**src/rtl/crt_pkg.sv**
```systemverilog
package crt_pkg;
  localparam int unsigned ADDR_W = 3;
  localparam logic [ADDR_W-1:0] ADDR_CTRL  = 3'd0;
  localparam logic [ADDR_W-1:0] ADDR_CNTLO = 3'd1;
  localparam logic [ADDR_W-1:0] ADDR_CNTHI = 3'd2;
  localparam logic [ADDR_W-1:0] ADDR_HLDLO = 3'd3;
  localparam logic [ADDR_W-1:0] ADDR_HLDHI = 3'd4;

  // control bit positions
  localparam int unsigned B_OVF   = 7;
  localparam int unsigned B_TRGF  = 6;
  localparam int unsigned B_RXSEL = 5;
  localparam int unsigned B_TXSEL = 4;
  localparam int unsigned B_TRGEN = 3;
  localparam int unsigned B_RUN   = 2;
  localparam int unsigned B_EXTC  = 1;
  localparam int unsigned B_CAPM  = 0;

  typedef struct packed {
    logic incr;         // count advances this cycle
    logic reloadOnOvf;  // rollover loads holding value instead of zero
    logic capture;      // copy count into holding register
    logic trigReload;   // load count from holding register
  } dpStrobe_t;
endpackage

```
**src/rtl/crt_ctrl.sv**
```systemverilog
module crt_ctrl
  import crt_pkg::*;
#(
  parameter int unsigned PRESCALE = 12,
  parameter int unsigned SYNC_STAGES = 2
) (
  input  logic              clk,
  input  logic              rstN,
  input  logic              regWrEn,
  input  logic [ADDR_W-1:0] regAddr,
  input  logic [7:0]        regWrData,
  input  logic              countPin,
  input  logic              trigPin,
  input  logic              countAtMax,
  output dpStrobe_t         strobe,
  output logic [7:0]        ctrlReg,
  output logic              rxTick,
  output logic              txTick,
  output logic              irq
);
  localparam int unsigned PW = (PRESCALE > 1) ? $clog2(PRESCALE) : 1;
  localparam int unsigned NPINS = 2;

  logic [NPINS-1:0] pinsIn, pinSynced, pinPrev, pinFall;
  assign pinsIn = {trigPin, countPin};

  // synchroniser chain plus edge history, one per pin
  for (genvar p = 0; p < NPINS; p++) begin : gPin
    logic [SYNC_STAGES-1:0] chain;
    always_ff @(posedge clk) begin
      if (!rstN) begin
        chain      <= '1;
        pinPrev[p] <= 1'b1;
      end else begin
        chain      <= {chain[SYNC_STAGES-2:0], pinsIn[p]};
        pinPrev[p] <= chain[SYNC_STAGES-1];
      end
    end
    assign pinSynced[p] = chain[SYNC_STAGES-1];
    assign pinFall[p]   = pinPrev[p] & ~pinSynced[p];
  end

  logic run, extCount, capMode, trigEn, baud;
  assign run      = ctrlReg[B_RUN];
  assign extCount = ctrlReg[B_EXTC];
  assign capMode  = ctrlReg[B_CAPM];
  assign trigEn   = ctrlReg[B_TRGEN];
  assign baud     = ctrlReg[B_RXSEL] | ctrlReg[B_TXSEL];

  logic [PW-1:0] presc;
  logic prescWrap;
  assign prescWrap = (presc == PW'(PRESCALE - 1));

  always_ff @(posedge clk) begin
    if (!rstN || !run || extCount) presc <= '0;
    else if (prescWrap)            presc <= '0;
    else                           presc <= presc + 1'b1;
  end

  logic incr, ovfEvt, trigEvt, wrCtrl;
  assign incr    = run & ((~extCount & prescWrap) | (extCount & pinFall[0]));
  assign ovfEvt  = incr & countAtMax;
  assign trigEvt = trigEn & pinFall[1];
  assign wrCtrl  = regWrEn && (regAddr == ADDR_CTRL);

  always_comb begin
    strobe.incr        = incr;
    strobe.reloadOnOvf = baud | ~capMode;
    strobe.capture     = trigEvt & capMode & ~baud;
    strobe.trigReload  = trigEvt & ~capMode & ~baud;
  end

  always_ff @(posedge clk) begin
    if (!rstN) begin
      ctrlReg <= '0;
      rxTick  <= 1'b0;
      txTick  <= 1'b0;
    end else begin
      if (wrCtrl) ctrlReg <= regWrData;
      // hardware sets override a same-cycle software clear
      if (ovfEvt && !baud) ctrlReg[B_OVF] <= 1'b1;
      if (trigEvt)         ctrlReg[B_TRGF] <= 1'b1;
      rxTick <= ovfEvt & ctrlReg[B_RXSEL];
      txTick <= ovfEvt & ctrlReg[B_TXSEL];
    end
  end

  assign irq = ctrlReg[B_OVF] | ctrlReg[B_TRGF];
endmodule

```
**src/rtl/crt_datapath.sv**
```systemverilog
module crt_datapath
  import crt_pkg::*;
#(
  parameter int unsigned CNT_W = 16
) (
  input  logic              clk,
  input  logic              rstN,
  input  logic              regWrEn,
  input  logic [ADDR_W-1:0] regAddr,
  input  logic [7:0]        regWrData,
  input  dpStrobe_t         strobe,
  input  logic [7:0]        ctrlReg,
  output logic              countAtMax,
  output logic [7:0]        regRdData
);
  localparam int unsigned NBYTES = CNT_W / 8;

  logic [CNT_W-1:0] countVal, holdVal, hwCount, hwHold;

  assign countAtMax = &countVal;

  always_comb begin
    hwCount = countVal;
    if (strobe.trigReload)  hwCount = holdVal;
    else if (strobe.incr)   hwCount = countAtMax ? (strobe.reloadOnOvf ? holdVal : '0)
                                                 : countVal + 1'b1;
    hwHold = strobe.capture ? countVal : holdVal;
  end

  for (genvar b = 0; b < NBYTES; b++) begin : gByte
    logic wrCnt, wrHld;
    assign wrCnt = regWrEn && (regAddr == ADDR_CNTLO + ADDR_W'(b));
    assign wrHld = regWrEn && (regAddr == ADDR_HLDLO + ADDR_W'(b));
    always_ff @(posedge clk) begin
      if (!rstN) begin
        countVal[b*8 +: 8] <= '0;
        holdVal[b*8 +: 8]  <= '0;
      end else begin
        countVal[b*8 +: 8] <= wrCnt ? regWrData : hwCount[b*8 +: 8];
        holdVal[b*8 +: 8]  <= wrHld ? regWrData : hwHold[b*8 +: 8];
      end
    end
  end

  always_comb begin
    case (regAddr)
      ADDR_CTRL:  regRdData = ctrlReg;
      ADDR_CNTLO: regRdData = countVal[7:0];
      ADDR_CNTHI: regRdData = countVal[15:8];
      ADDR_HLDLO: regRdData = holdVal[7:0];
      ADDR_HLDHI: regRdData = holdVal[15:8];
      default:    regRdData = '0;
    endcase
  end
endmodule

```
**src/rtl/cap_reload_timer.sv**
```systemverilog
module cap_reload_timer
  import crt_pkg::*;
#(
  parameter int unsigned PRESCALE = 12
) (
  input  logic              clk,
  input  logic              rstN,
  input  logic              regWrEn,
  input  logic [ADDR_W-1:0] regAddr,
  input  logic [7:0]        regWrData,
  output logic [7:0]        regRdData,
  input  logic              countPin,
  input  logic              trigPin,
  output logic              irq,
  output logic              rxTick,
  output logic              txTick
);
  dpStrobe_t strobe;
  logic [7:0] ctrlReg;
  logic countAtMax;

  crt_ctrl #(.PRESCALE(PRESCALE), .SYNC_STAGES(2)) uCtrl (
    .clk(clk), .rstN(rstN), .regWrEn(regWrEn), .regAddr(regAddr),
    .regWrData(regWrData), .countPin(countPin), .trigPin(trigPin),
    .countAtMax(countAtMax), .strobe(strobe), .ctrlReg(ctrlReg),
    .rxTick(rxTick), .txTick(txTick), .irq(irq)
  );

  crt_datapath #(.CNT_W(16)) uDp (
    .clk(clk), .rstN(rstN), .regWrEn(regWrEn), .regAddr(regAddr),
    .regWrData(regWrData), .strobe(strobe), .ctrlReg(ctrlReg),
    .countAtMax(countAtMax), .regRdData(regRdData)
  );
endmodule

```
**config.mk**
```make
export PLATFORM = sky130hd
export DESIGN_NAME = cap_reload_timer
export DESIGN_NICKNAME = d
export VERILOG_FILES = /design/src/rtl/crt_pkg.sv /design/src/rtl/crt_ctrl.sv /design/src/rtl/crt_datapath.sv /design/src/rtl/cap_reload_timer.sv
export SDC_FILE = /design/constraint.sdc
export NUM_CORES = 1
export LEC_CHECK = 0
export BUFFER_PORTS_ARGS = -buffer_cell sky130_fd_sc_hd__buf_2
export CORE_UTILIZATION = 40
export DETAILED_ROUTE_END_ITERATION = 12
export PLACE_DENSITY = 0.63
export SYNTH_ARGS = -nofsm -noshare
export SYNTH_HDL_FRONTEND = slang
export SYNTH_SLANG_ARGS = --single-unit
```
**constraint.sdc**
```tcl
create_clock -name clk -period 2.25 [get_ports clk]
set_input_delay 0.45 -clock clk [delete_from_list [all_inputs] [get_ports clk]]
set_output_delay 0.45 -clock clk [all_outputs]
set_load 0.05 [all_outputs]
```
# Word-level counts from Yosys, hierarchy flattened

Index checks and enable logic that the tools add are counted.

Flip-flop bits (word level): 52
Input bits: 16
Output and inout port bits: 11
Word-level logic and storage cells: 76

Add/subtract/negate cells: 2
Eq/ne operators: 5
Mux-type cells: 13
Bitwise gates (word level): 22
Reduce and logical (&&, ||, !) cells: 20

Operators with widths:

| cell                  | number |
|---|---|
| $mux 16               | 5 |
| $mux 8                | 5 |
| $pmux 8 s5            | 1 |
| $add 16x1->16 const B | 1 |
| $reduce_and 16->1     | 1 |
| $and 1x1->1           | 13 |
| $reduce_bool 2->1     | 4 |
| $eq 3x2->1 const B    | 2 |
| $logic_and 1x1->1     | 6 |
| $reduce_bool 3->1     | 2 |
| $not 1->1             | 5 |
| $add 4x1->4 const B   | 1 |
| $eq 4x4->1 const B    | 1 |
| $or 1x1->1            | 4 |
| $eq 3x1->1 const B    | 1 |
| $eq 3x3->1 const B    | 1 |
| $logic_not 1->1       | 3 |
| $logic_not 3->1       | 1 |
| $logic_or 1x1->1      | 2 |
| $mux 1                | 2 |
| $reduce_or 2->1       | 1 |

# Depth between registers and ports, before layout

Gate-level depths: netlist of the first run.

Depth in word-level cells: 8
Mapped depth: 7
Depth with buffers taken out: 6

# Cells and area by module

From an unflattened synthesis of the first run, not the netlist that was laid out.

Cells, all modules: 353
Area total of the unflattened synthesis: 3118.0 µm²

By module, submodules not included:

| module       | times used | cells each | area an instance (µm²) | sequential area each (µm²) |
|---|---|---|---|---|
| crt_datapath | 1          | 282        | 2371.0                 | 640.6 |
| crt_ctrl     | 1          | 71         | 747.0                  | 400.4 |

# Least setup slack after synthesis of the first run

Ideal clock, no wire load.

Path type: input -> output
Start: in regAddr[0]
End: out regRdData[4]
Arrival: 2110 ps
Data required time: 1800 ps
Setup slack: -310 ps
Stages on the path: 4
Path buffers: 1
Cells stage by stage: buf_1 -> mux4_2 -> inv_1 -> o21ai_0

Longest elaborated chain between the ends: 2
Elaborated cells on any way between the ends: 6
Classes of those cells: 4 x eq/ne; 1 x mux; 1 x reduce/logical

RTL lines:

| item                                     | line                   | text |
|---|---|---|
| start: declaration                       | cap_reload_timer.sv:9  | `input logic [ADDR_W-1:0] regAddr,` |
| $eq 3x3->1, or another cell as far along | crt_datapath.sv:46     | `case (regAddr)` |
| $pmux 8 s5 (*)                           | crt_datapath.sv:46     |  |
| end: declaration                         | cap_reload_timer.sv:11 | `output logic [7:0] regRdData,` |

Mark *: on every way between the ends. The rest lies on a longest branch, timed or not.

# Worst setup path in the final report of the first run

Start: reg uDp.countVal[0]
End: reg uCtrl.ctrlReg[7]

Longest elaborated chain between the ends: 4
Elaborated cells on any way between the ends: 5
Classes of those cells: 1 x mux; 1 x bitwise; 3 x reduce/logical

RTL lines:

| item                                               | line               | text |
|---|---|---|
| start: declaration                                 | crt_datapath.sv:18 | `logic [CNT_W-1:0] countVal, holdVal, hwCount, hwHold;` |
| start signal: indexed assignment                   | crt_datapath.sv:39 | `countVal[b*8 +: 8] <= wrCnt ? regWrData : hwCount[b*8 +: 8];` |
| $reduce_and 16->1 (*)                              | crt_datapath.sv:20 | `assign countAtMax = &countVal;` |
| $and 1x1->1 (*)                                    | crt_ctrl.sv:62     | `assign ovfEvt = incr & countAtMax;` |
| $logic_and 1x1->1 (*)                              | crt_ctrl.sv:81     | `if (ovfEvt && !baud) ctrlReg[B_OVF] <= 1'b1;` |
| $mux 1 / $reduce_bool 2->1 (equally long branches) | --                 |  |
| end signal: assignment                             | crt_ctrl.sv:79     | `if (wrCtrl) ctrlReg <= regWrData;` |
| end: declaration                                   | crt_ctrl.sv:16     | `output logic [7:0] ctrlReg,` |

Marked as above.
A chain may end at the register's enable or synchronous reset.

==> results of run 1 <==
final cells by class:
class	count	area (sq um)
fillers	731	3740
flip-flops and latches	52	1040
multi-input cells	299	1960
well taps	99	124
clock buffers	5	68.8
inverters	9	33.8
clock inverters	3	28.8
repair buffers	57	375
metrics by stage:
stage | TNS [ns] | power, mW | worst slack [ns] | hold slack [ns]
finish | 0 | 1.83 | 0.168 | 0.302
detailed placement | 0 | 1.23 | 0.187 | 0.402
CTS | 0 | 1.83 | 0.174 | 0.303
global placement | 0 | 1.23 | 0.176 | 0.400
floorplan | -0.0813 | 1.14 | -0.0813 | 0.386
global route | 0 | 1.89 | 0.0494 | 0.296
per-layer routing:
layer / global-route usage [%] / routed length [microns]
met4: 12.6 / 426
met2: 40.8 / 4690
met3: 3.47 / 764
met1: 34.5 / 4480
met5: 0 / 0
flip-flops by register name (all words and copies together), names as in the netlist:
signal            count
uCtrl.rxTick          1
uDp.countVal         16
uCtrl.presc           4
uCtrl.ctrlReg         8
uDp.holdVal          16
uCtrl.txTick          1
uCtrl.pinPrev         2
uCtrl.gPin.chain      4
cell families after synthesis:
group | synth area share, %
muxes | 9.41
buffers and inverters | 5.14
and+or+nand+nor | 24.0
xor gates and xnor gates | 3.66
DFF | 33.4
AOI/OAI and AO/OA | 23.6
adders and majority gates | 0.804
synthesized netlist by cell type, types with 2 or more instances:
cell / instances
and2_1: 2
buf_6: 2
nand3b_1: 2
nor4_1: 3
a221oi_2: 2
mux2i_1: 27
a221oi_1: 5
or3_1: 2
nor2b_1: 3
nand2b_1: 7
xor2_1: 4
xnor2_1: 9
nor4_2: 2
clkbuf_1: 14
a211oi_1: 16
ha_1: 2
and3_1: 7
nand3_2: 2
nand4_1: 6
nor2_1: 38
nand2_1: 39
o21ai_0: 20
buf_2: 7
o211a_1: 6
a311oi_1: 5
o21a_1: 5
o22ai_1: 7
nand3_1: 12
nor3_1: 18
a31oi_1: 6
or2_2: 3
o221a_2: 2
a21oi_1: 21
a2111oi_0: 3
dfxtp_1: 52
inv_1: 8
buf_1: 3
worst max-delay path, stage by stage, from the launching register on:
cell	delay [ns]
dfxtp_1	0.36
ha_1	0.23
nand3_2	0.11
or4_1	0.59
buf_4	0.19
nor4_2	0.28
nand2_1	0.09
a31oi_1	0.14
worst max path at each step:
stage,start,endpoint,slack [ns]
global route,uDp.countVal[0],uCtrl.ctrlReg[7],0.05
floorplan,regAddr[0],regRdData[4],-0.08
CTS,uDp.countVal[0],uCtrl.ctrlReg[7],0.17
detailed placement,regAddr[2],regRdData[6],0.19
finish,uDp.countVal[0],uCtrl.ctrlReg[7],0.17
global placement,regAddr[2],regRdData[6],0.18
where the power goes:
group	switching [mW]	total (mW)	internal (mW)	leakage, nW
combinational	0.150	0.237	0.0872	1.03
sequential	0.0291	0.977	0.948	0.423
clock	0.384	0.620	0.236	0.0511
total	0.563	1.83	1.27	1.50
==> results.json, run 1 <==
{
  "p_per_area_nw_per_um2": 506,
  "clkTransAtPathRegs_ns": 0.11,
  "hpwlAfterDp_microns": 7510,
  "crit_type": "flip-flop to flip-flop",
  "root_buffer": "clkbuf_8",
  "place_area_sq_um": 3530,
  "post_cts_buffers": 0,
  "r2r-end": "uCtrl.ctrlReg[7]",
  "htree_levels": 2,
  "syn_nets": 405,
  "pin_count": 27,
  "hold_path_end": "uCtrl.gPin[0].chain[0]",
  "layout_commonest_cell": "dfxtp_1",
  "cp_max_fo": 4,
  "power_leakage_nw": 1.50,
  "antenna_found_initial": 0,
  "startpoint_type": "flip-flop",
  "grt_pass1_wl_microns": 16500,
  "hold_depth": 2,
  "routed_wl_microns": 10400,
  "period_share_pct": 92.5,
  "vdd_drop_max_v": 0.000287,
  "antennaDiodeCount": 0,
  "worst_slew_pin_slew_ns": 0.671,
  "synth_edf_count": 0,
  "synth_cells": 387,
  "vias": 3261,
  "grt_max_degree": 27,
  "coreArea_sq_um": 7370,
  "hold_viol": 0,
  "cts_buffer_depth": 2,
  "drive_gt1_share_pct": 20.5,
  "synth-seq-area-share_pct": 33.4,
  "finalNonFillerCells": 524,
  "drtIter0Drc": 383,
  "post-route-drc-count": 0,
  "fp.dieW_microns": 90.2,
  "synth_cell_type_count": 52,
  "fin_skew_ns": 0.0233,
  "hold_path.class": "primary input to flip-flop",
  "status": "completed",
  "clock_latency_ns": 0.33,
  "grt_usage_pct": 25.8,
  "netlist_area_sq_um": 3110,
  "die_h_microns": 90.2,
  "critical_path_arrival_ns": 2.31,
  "mostFrequentLayoutCells": "dfxtp_1, nand2_1, nor2_1",
  "drtAntennaViolNets": 0,
  "rsz0062_at_grt": "no",
  "cts_inserted_buffers": 5,
  "fin_util_pct": 49.2,
  "required_ns": 2.48,
  "rows": 31,
  "synthTopCellsByArea": "dfxtp_1, mux2i_1, nand2_1",
  "wl_per_cell_microns": 19.8,
  "rrSetupSlack_ns": 0.17,
  "die_area_sq_um": 8140,
  "end_kind": "flip-flop",
  "maxCapViolCount": 0,
  "grt_pass1_vias": 3092,
  "ys_async_sr_fraction_pct": 0,
  "grt_overflow": 0,
  "rr_worst_depth": 7,
  "synth_top_cell_by_area": "dfxtp_1",
  "io_buffers": 26,
  "initial_utilization_pct": 42.2,
  "ys.flop_type": "dfxtp_1",
  "fmax_ghz": 0.480,
  "maxSlewHeadroom_pct": 55.0,
  "gp_congestion": 0.960,
  "num-nets-final": 442,
  "yosys.area.top_type_share_pct": 33.4,
  "cts_resized": 0,
  "cts_tree": "built",
  "viasPerCell": 6.22,
  "finalSetupViolCount": 0,
  "dr.pass1.iters": 5,
  "dp_cells": 516,
  "fin_crit_ns": 2.08,
  "slew_viol_final": 0,
  "synthToLayoutAreaGrowth_pct": 16.5,
  "yosys_warnings": 0,
  "cts_sinks": 52,
  "cts_hold_repair.buffers": 0,
  "hp-start": "countPin",
  "yosys_register_bits": 52,
  "fin_area_sq_um": 3630,
  "regToRegStartpoint": "uDp.countVal[0]",
  "avgSynthCellArea_sq_um": 8.04
}
Power figures use the tool's default switching activity.
==> run 2, diff against run 1 <==
--- a/config.mk
+++ b/config.mk
@@ -11,4 +11,5 @@
 export PLACE_DENSITY = 0.63
 export SYNTH_ARGS = -nofsm -noshare
 export SYNTH_HDL_FRONTEND = slang
+export SYNTH_HIERARCHICAL = 1
 export SYNTH_SLANG_ARGS = --single-unit
==> run 2 against run 1 <==
Fmax fell by 3.0%; global-route usage fell by 3.4 points; flip-flop and latch count did not move; total power fell by 0.34%; cell count fell by 6.9%; sequential power fell by 1%; setup slack got worse by 0.064 ns; die area rose by 0.16%; hold slack improved by 0.020 ns; sequential share of layout area fell by 0.11 points; largest power group unchanged.
==> results.json, run 2 <==
{
  "avgSynthCellArea_sq_um": 8.83,
  "cp_max_fo": 18,
  "rsz0062_at_grt": "no",
  "grt_max_degree": 19,
  "cts_tree": "built",
  "viasPerCell": 5.96,
  "multi_input_area_sq_um": 1960,
  "cts_buffer_depth": 2,
  "finalNonFillerCells": 488,
  "cts_inserted_buffers": 5,
  "root_buffer": "clkbuf_8",
  "setup_slack_ns": 0.104,
  "clock_latency_ns": 0.30,
  "path_common_cell": "buf_2",
  "post_cts_buffers": 0,
  "vdd_drop_max_v": 0.000403,
  "largestRegisters": "uDp/countVal: 16 flops, uDp/holdVal: 16 flops, uCtrl/ctrlReg: 8 flops",
  "synth-seq-area-share_pct": 33.4,
  "layout_commonest_cell": "dfxtp_1",
  "crit_chain": "buf_2 -> mux2_2 -> a22oi_1 -> o22ai_2 -> buf_2",
  "netlist_area_sq_um": 3120,
  "fp.dieW_microns": 90.3,
  "total_power_mw": 1.83,
  "io_buffers": 26,
  "die_area_sq_um": 8150,
  "antenna_found_initial": 0,
  "grt_overflow": 0,
  "cts_hold_repair.buffers": 0,
  "synth_cells": 353,
  "drtAntennaViolNets": 0,
  "post-route-drc-count": 0,
  "drtIter0Drc": 353,
  "yosys_register_bits": 52,
  "pin_count": 27,
  "yosys_warnings": 6,
  "dr.pass1.iters": 5,
  "wl_per_cell_microns": 18.1,
  "gp_congestion": 0.952,
  "routed_wl_microns": 8820,
  "fin_area_sq_um": 3640,
  "num-nets-final": 406,
  "coreArea_sq_um": 7410,
  "dp_cells": 480,
  "crit_type": "primary input to primary output",
  "fill_cells": 673,
  "clkTransAtPathRegs_ns": 0.09,
  "synthToLayoutAreaGrowth_pct": 16.8,
  "cts_sinks": 52,
  "yosys.area.top_type_share_pct": 33.4,
  "hold_viol": 0,
  "ys.flop_type": "dfxtp_1",
  "die_h_microns": 90.3,
  "fin_crit_ns": 2.15,
  "vias": 2910,
  "critical_path.top_delay_family": "buffers and inverters",
  "p_per_area_nw_per_um2": 502,
  "fin_util_pct": 49.1,
  "grt_usage_pct": 22.4,
  "status": "completed",
  "period_share_pct": 95.4,
  "finalSetupViolCount": 0,
  "seq_area_sq_um": 1040,
  "yosysMostFrequentCell": "dfxtp_1",
  "place_area_sq_um": 3520,
  "startpoint_type": "primary input",
  "grt_pass1_vias": 2850,
  "maxCapViolCount": 0,
  "mostFrequentLayoutCells": "dfxtp_1, nand2_1, nor2_1",
  "synth_top_cell_by_area": "dfxtp_1",
  "synth_cell_type_count": 48,
  "worst_slew_pin_slew_ns": 0.516,
  "synth_edf_count": 0,
  "grt_pass1_wl_microns": 14600,
  "rows": 31,
  "initial_utilization_pct": 42.1,
  "critical_path_arrival_ns": 1.70,
  "place_ws_ns": 0.00634,
  "hpwlAfterDp_microns": 6500,
  "drive_gt1_share_pct": 26.0,
  "yosys-top-cells-count": "dfxtp_1, nand2_1, nor2_1",
  "syn_nets": 371,
  "hold_path.class": "primary input to flip-flop",
  "critical_path.slowest_cell": "mux2_2",
  "htree_levels": 2,
  "required_ns": 1.80,
  "maxSlewHeadroom_pct": 65.3,
  "fin_skew_ns": 0.00747,
  "power_leakage_nw": 1.57,
  "worst-path-buf-inv": 2,
  "ys_async_sr_fraction_pct": 0,
  "antennaDiodeCount": 0,
  "end_kind": "primary output",
  "fmax_ghz": 0.466,
  "slowest_delay_ns": 0.39,
  "slew_viol_final": 0,
  "synthTopCellsByArea": "dfxtp_1, mux2i_1, o211a_1"
}
run 2: cell count changes in the layout (fill, tap and decap cells not counted), sizes merged, moves of 6 or more:
cell,delta
o211ai,+12
a211oi,-16
nor3,-13
a21oi,-12
a221oi,+6
o211a,+10
and3,-6
o21a,-6
mux2,+8
o21ai,-15
a22oi,+14
run 2: final timing paths:
kind / from / end / slack [ns] / cells after the start
worst max-delay path: regAddr[0] / regRdData[2] / 0.10 / 5
worst min-delay path: countPin / uCtrl/gPin[0].chain[0] / 0.32 / 2
worst max register to register: uDp/countVal[0] / uDp/countVal[12] / 0.26 / 6
worst min register to register: uCtrl/gPin[1].chain[0] / uCtrl/gPin[1].chain[1] / 0.41 / 1
run 2: what timing repair did:
| action | CTS | global route |
|---|---|---|
| hold endpoints to repair | 0 | 0 |
| endpoints found under the setup margin | 0 | 10 |
| gates resized for setup | 0 | 2 |
run 2: routing by layer:
metal  share of wire [%]  vias up  GRT usage (%)
li1                    -     1368              -
met1                  46     1414           30.3
met2                  47      111           36.6
met3                 5.2       17           2.19
met4                 2.2        0           8.74
met5                   0        -              0
run 2: layout make-up:
class                           instances  share of cell area (%)
Clock buffer                            5                    1.89
Clock inverter                          3                    1.17
Timing Repair Buffer                   57                    10.3
Sequential cell                        52                    28.6
Multi-Input combinational cell        264                    53.8
Tap cell                               99                    3.40
Inverter                                8                   0.825
run 2: through the flow:
| stage | hold WS, ns | setup TNS (ns) |
|---|---|---|
| final | 0.322 | 0 |
| after global routing | 0.319 | 0 |
| after CTS | 0.312 | 0 |
| after detailed placement | 0.393 | 0 |
| after global placement | 0.393 | 0 |
| after floorplan | 0.386 | -0.226 |
run 2: power breakdown:
group / switching [mW] / total, mW / internal, mW
Clock: 0.310 / 0.640 / 0.329
Combinational: 0.135 / 0.223 / 0.0876
Sequential: 0.0216 / 0.965 / 0.944
run 2: cell families (layout without fill, tap and decap cells):
group | after synthesis | in the layout | synth area share, %
flops | 52 | 52 | 33.4
compound gates | 85 | 85 | 22.2
buf+inv | 37 | 73 | 5.42
xor+xnor | 14 | 14 | 3.93
simple gates | 130 | 130 | 22.9
fa+ha+maj | 2 | 2 | 0.802
mux | 33 | 33 | 11.4
run 2: worst register-to-register path: stages, from the launching register on:
cell and delay, ns:
dfxtp_1 0.36, ha_1 0.24, nand3_4 0.13, nor4_1 0.43
mux2_2 0.40, a221oi_2 0.24, nor4b_2 0.07
==> run 3, diff against run 2 <==
--- a/config.mk
+++ b/config.mk
@@ -9,6 +9,7 @@
 export CORE_UTILIZATION = 40
 export DETAILED_ROUTE_END_ITERATION = 12
 export PLACE_DENSITY = 0.63
+export SETUP_SLACK_MARGIN = 0.15
 export SYNTH_ARGS = -nofsm -noshare
 export SYNTH_HDL_FRONTEND = slang
 export SYNTH_HIERARCHICAL = 1
==> run 3 against run 2 <==
Setup slack gained 0.067 ns; combinational power increased by 3%; routed wire length rose by 0.28%; flip-flop and latch count did not move; critical path type is now flip-flop to primary output; critical endpoint is now regRdData[0]; highest routed layer unchanged.
==> results.json, run 3 (synthesized netlist as in run 2, its figures left out) <==
{
  "post_cts_buffers": 0,
  "netSwitchingPower_mw": 0.481,
  "rsz0062_at_grt": "yes",
  "power_leakage_nw": 1.56,
  "drive_gt1_share_pct": 26.6,
  "vias": 2831,
  "critical_path.slowest_cell": "mux4_2",
  "combPwrFrac_pct": 13.0,
  "wl_per_cell_microns": 18.2,
  "grt_pass1_wl_microns": 14200,
  "fin_skew_ns": 0.00535,
  "coreArea_sq_um": 7410,
  "fin_tns_setup_ns": 0,
  "rrSetupSlack_ns": 0.24,
  "cts_resized": 3,
  "p_per_area_nw_per_um2": 484,
  "pwr-share-clk_pct": 32.3,
  "status": "completed",
  "antenna_found_initial": 0,
  "clkTransAtPathRegs_ns": 0.10,
  "post-route-drc-count": 0,
  "slowest_delay_ns": 0.47,
  "hold_path.class": "primary input to flip-flop",
  "largestRegisters": "uDp/countVal: 16 flops, uDp/holdVal: 16 flops, uCtrl/ctrlReg: 8 flops",
  "startpoint_type": "flip-flop",
  "antennaDiodeCount": 0,
  "cp_max_fo": 7,
  "regToRegStartpoint": "uDp/countVal[0]",
  "hpwlAfterDp_microns": 6510,
  "finalNonFillerCells": 486,
  "io_buffers": 26,
  "fill_cells": 711,
  "finalSetupViolCount": 0,
  "pwr-share-seq_pct": 54.7,
  "required_ns": 1.80,
  "worst_slew_pin_slew_ns": 0.469,
  "slew_viol_final": 0,
  "cts_buffer_depth": 2,
  "pin_count": 27,
  "layout_commonest_cell": "dfxtp_1",
  "vdd_drop_max_v": 0.000264,
  "drtIter0Drc": 284,
  "path_common_cell": "buf_4",
  "cp-startpoint": "uDp/countVal[8]",
  "fp.dieW_microns": 90.3,
  "maxCapViolCount": 0,
  "setup_slack_ns": 0.171,
  "num-nets-final": 404,
  "r2r-end": "uDp/countVal[8]",
  "dp_cells": 478,
  "end_kind": "primary output",
  "cts_hold_repair.buffers": 0,
  "routed_wl_microns": 8850,
  "rr_worst_depth": 7,
  "dr.pass1.iters": 6,
  "root_buffer": "clkbuf_8",
  "rows": 31,
  "crit_type": "flip-flop to primary output",
  "viasPerCell": 5.83,
  "cts_inserted_buffers": 5,
  "htree_levels": 2,
  "grt_usage_pct": 21.9,
  "gp_congestion": 0.895,
  "initial_utilization_pct": 42.1,
  "synthToLayoutAreaGrowth_pct": 17.2,
  "cts_sinks": 52,
  "total_power_mw": 1.77,
  "critical_path_arrival_ns": 1.63,
  "hp-start": "trigPin",
  "grt_overflow": 0,
  "mostFrequentLayoutCells": "dfxtp_1, nand2_1, nor2_1",
  "hold_depth": 2,
  "die_h_microns": 90.3,
  "crit_chain": "buf_4 -> mux4_2 -> inv_1 -> o21ai_1 -> buf_4",
  "netSwitchingFraction_pct": 27.2,
  "cts_tree": "built",
  "grt_max_degree": 23,
  "internal_power_mw": 1.29,
  "grt_pass1_vias": 2643,
  "crit_path_end": "regRdData[0]",
  "die_area_sq_um": 8150,
  "clock_latency_ns": 0.31,
  "place_ws_ns": 0.0684,
  "period_share_pct": 92.4,
  "fmax_ghz": 0.481,
  "hold_viol": 0,
  "maxSlewHeadroom_pct": 68.6,
  "fin_crit_ns": 2.08,
  "drtAntennaViolNets": 0
}
## run 3: cell types whose count changed in the layout (fill, tap and decap cells not counted), sizes merged
cell      previous run  this run
clkinv               1         0
buf                 57        55
clkinvlp             1         2
clkbuf               5         6
bufinv               1         0
## run 3: worst max-delay path: cells and delay by family, from the launching register on
kind	cells	cell delay (ns)
mux	1	0.47
compound gates	1	0.06
buf+inv	3	0.44
flops	1	0.35
## run 3: final cells by class
class / count / area [sq um] / area share, %
Sequential cell: 52 / 1050 / 28.6
Tap cell: 99 / 124 / 3.39
Multi-Input combinational cell: 264 / 1970 / 53.9
Clock inverter: 2 / 15.0 / 0.411
Clock buffer: 6 / 82.6 / 2.26
Inverter: 8 / 30.0 / 0.822
Timing Repair Buffer: 55 / 385 / 10.5
## run 3: power by group through the flow
stage	Clock (mW)	Combinational (mW)	Sequential, mW
after floorplan	0	0.142	0.979
after global placement	0	0.221	0.987
after detailed placement	0	0.225	0.986
after CTS	0.587	0.227	0.965
after global routing	0.623	0.247	0.968
final	0.571	0.230	0.966
## run 3: worst min path at each step
stage,endpoint,slack [ns]
floorplan,uCtrl/gPin[0].chain[1],0.39
global placement,uCtrl/gPin[1].chain[1],0.39
detailed placement,uCtrl/gPin[0].chain[1],0.39
CTS,uCtrl/gPin[0].chain[0],0.32
global route,uCtrl/gPin[1].chain[0],0.33
finish,uCtrl/gPin[1].chain[0],0.33
## run 3: stage by stage
step	instance area (sq um)	utilization, %	hold WS [ns]
global placement	3540	47.7	0.391
global route	3650	49.3	0.325
finish	3650	49.3	0.326
floorplan	3180	-	0.386
CTS	3640	49.1	0.318
detailed placement	3540	47.7	0.393
## run 3: routing by layer
metal  routed length (microns)  vias to the layer above  GRT usage (%)
li1                          -                     1363              -
met1                      4310                     1360           30.9
met2                      4030                       96           35.1
met3                       398                       12           2.78
met4                       115                        0           6.05
met5                         0                        -              0
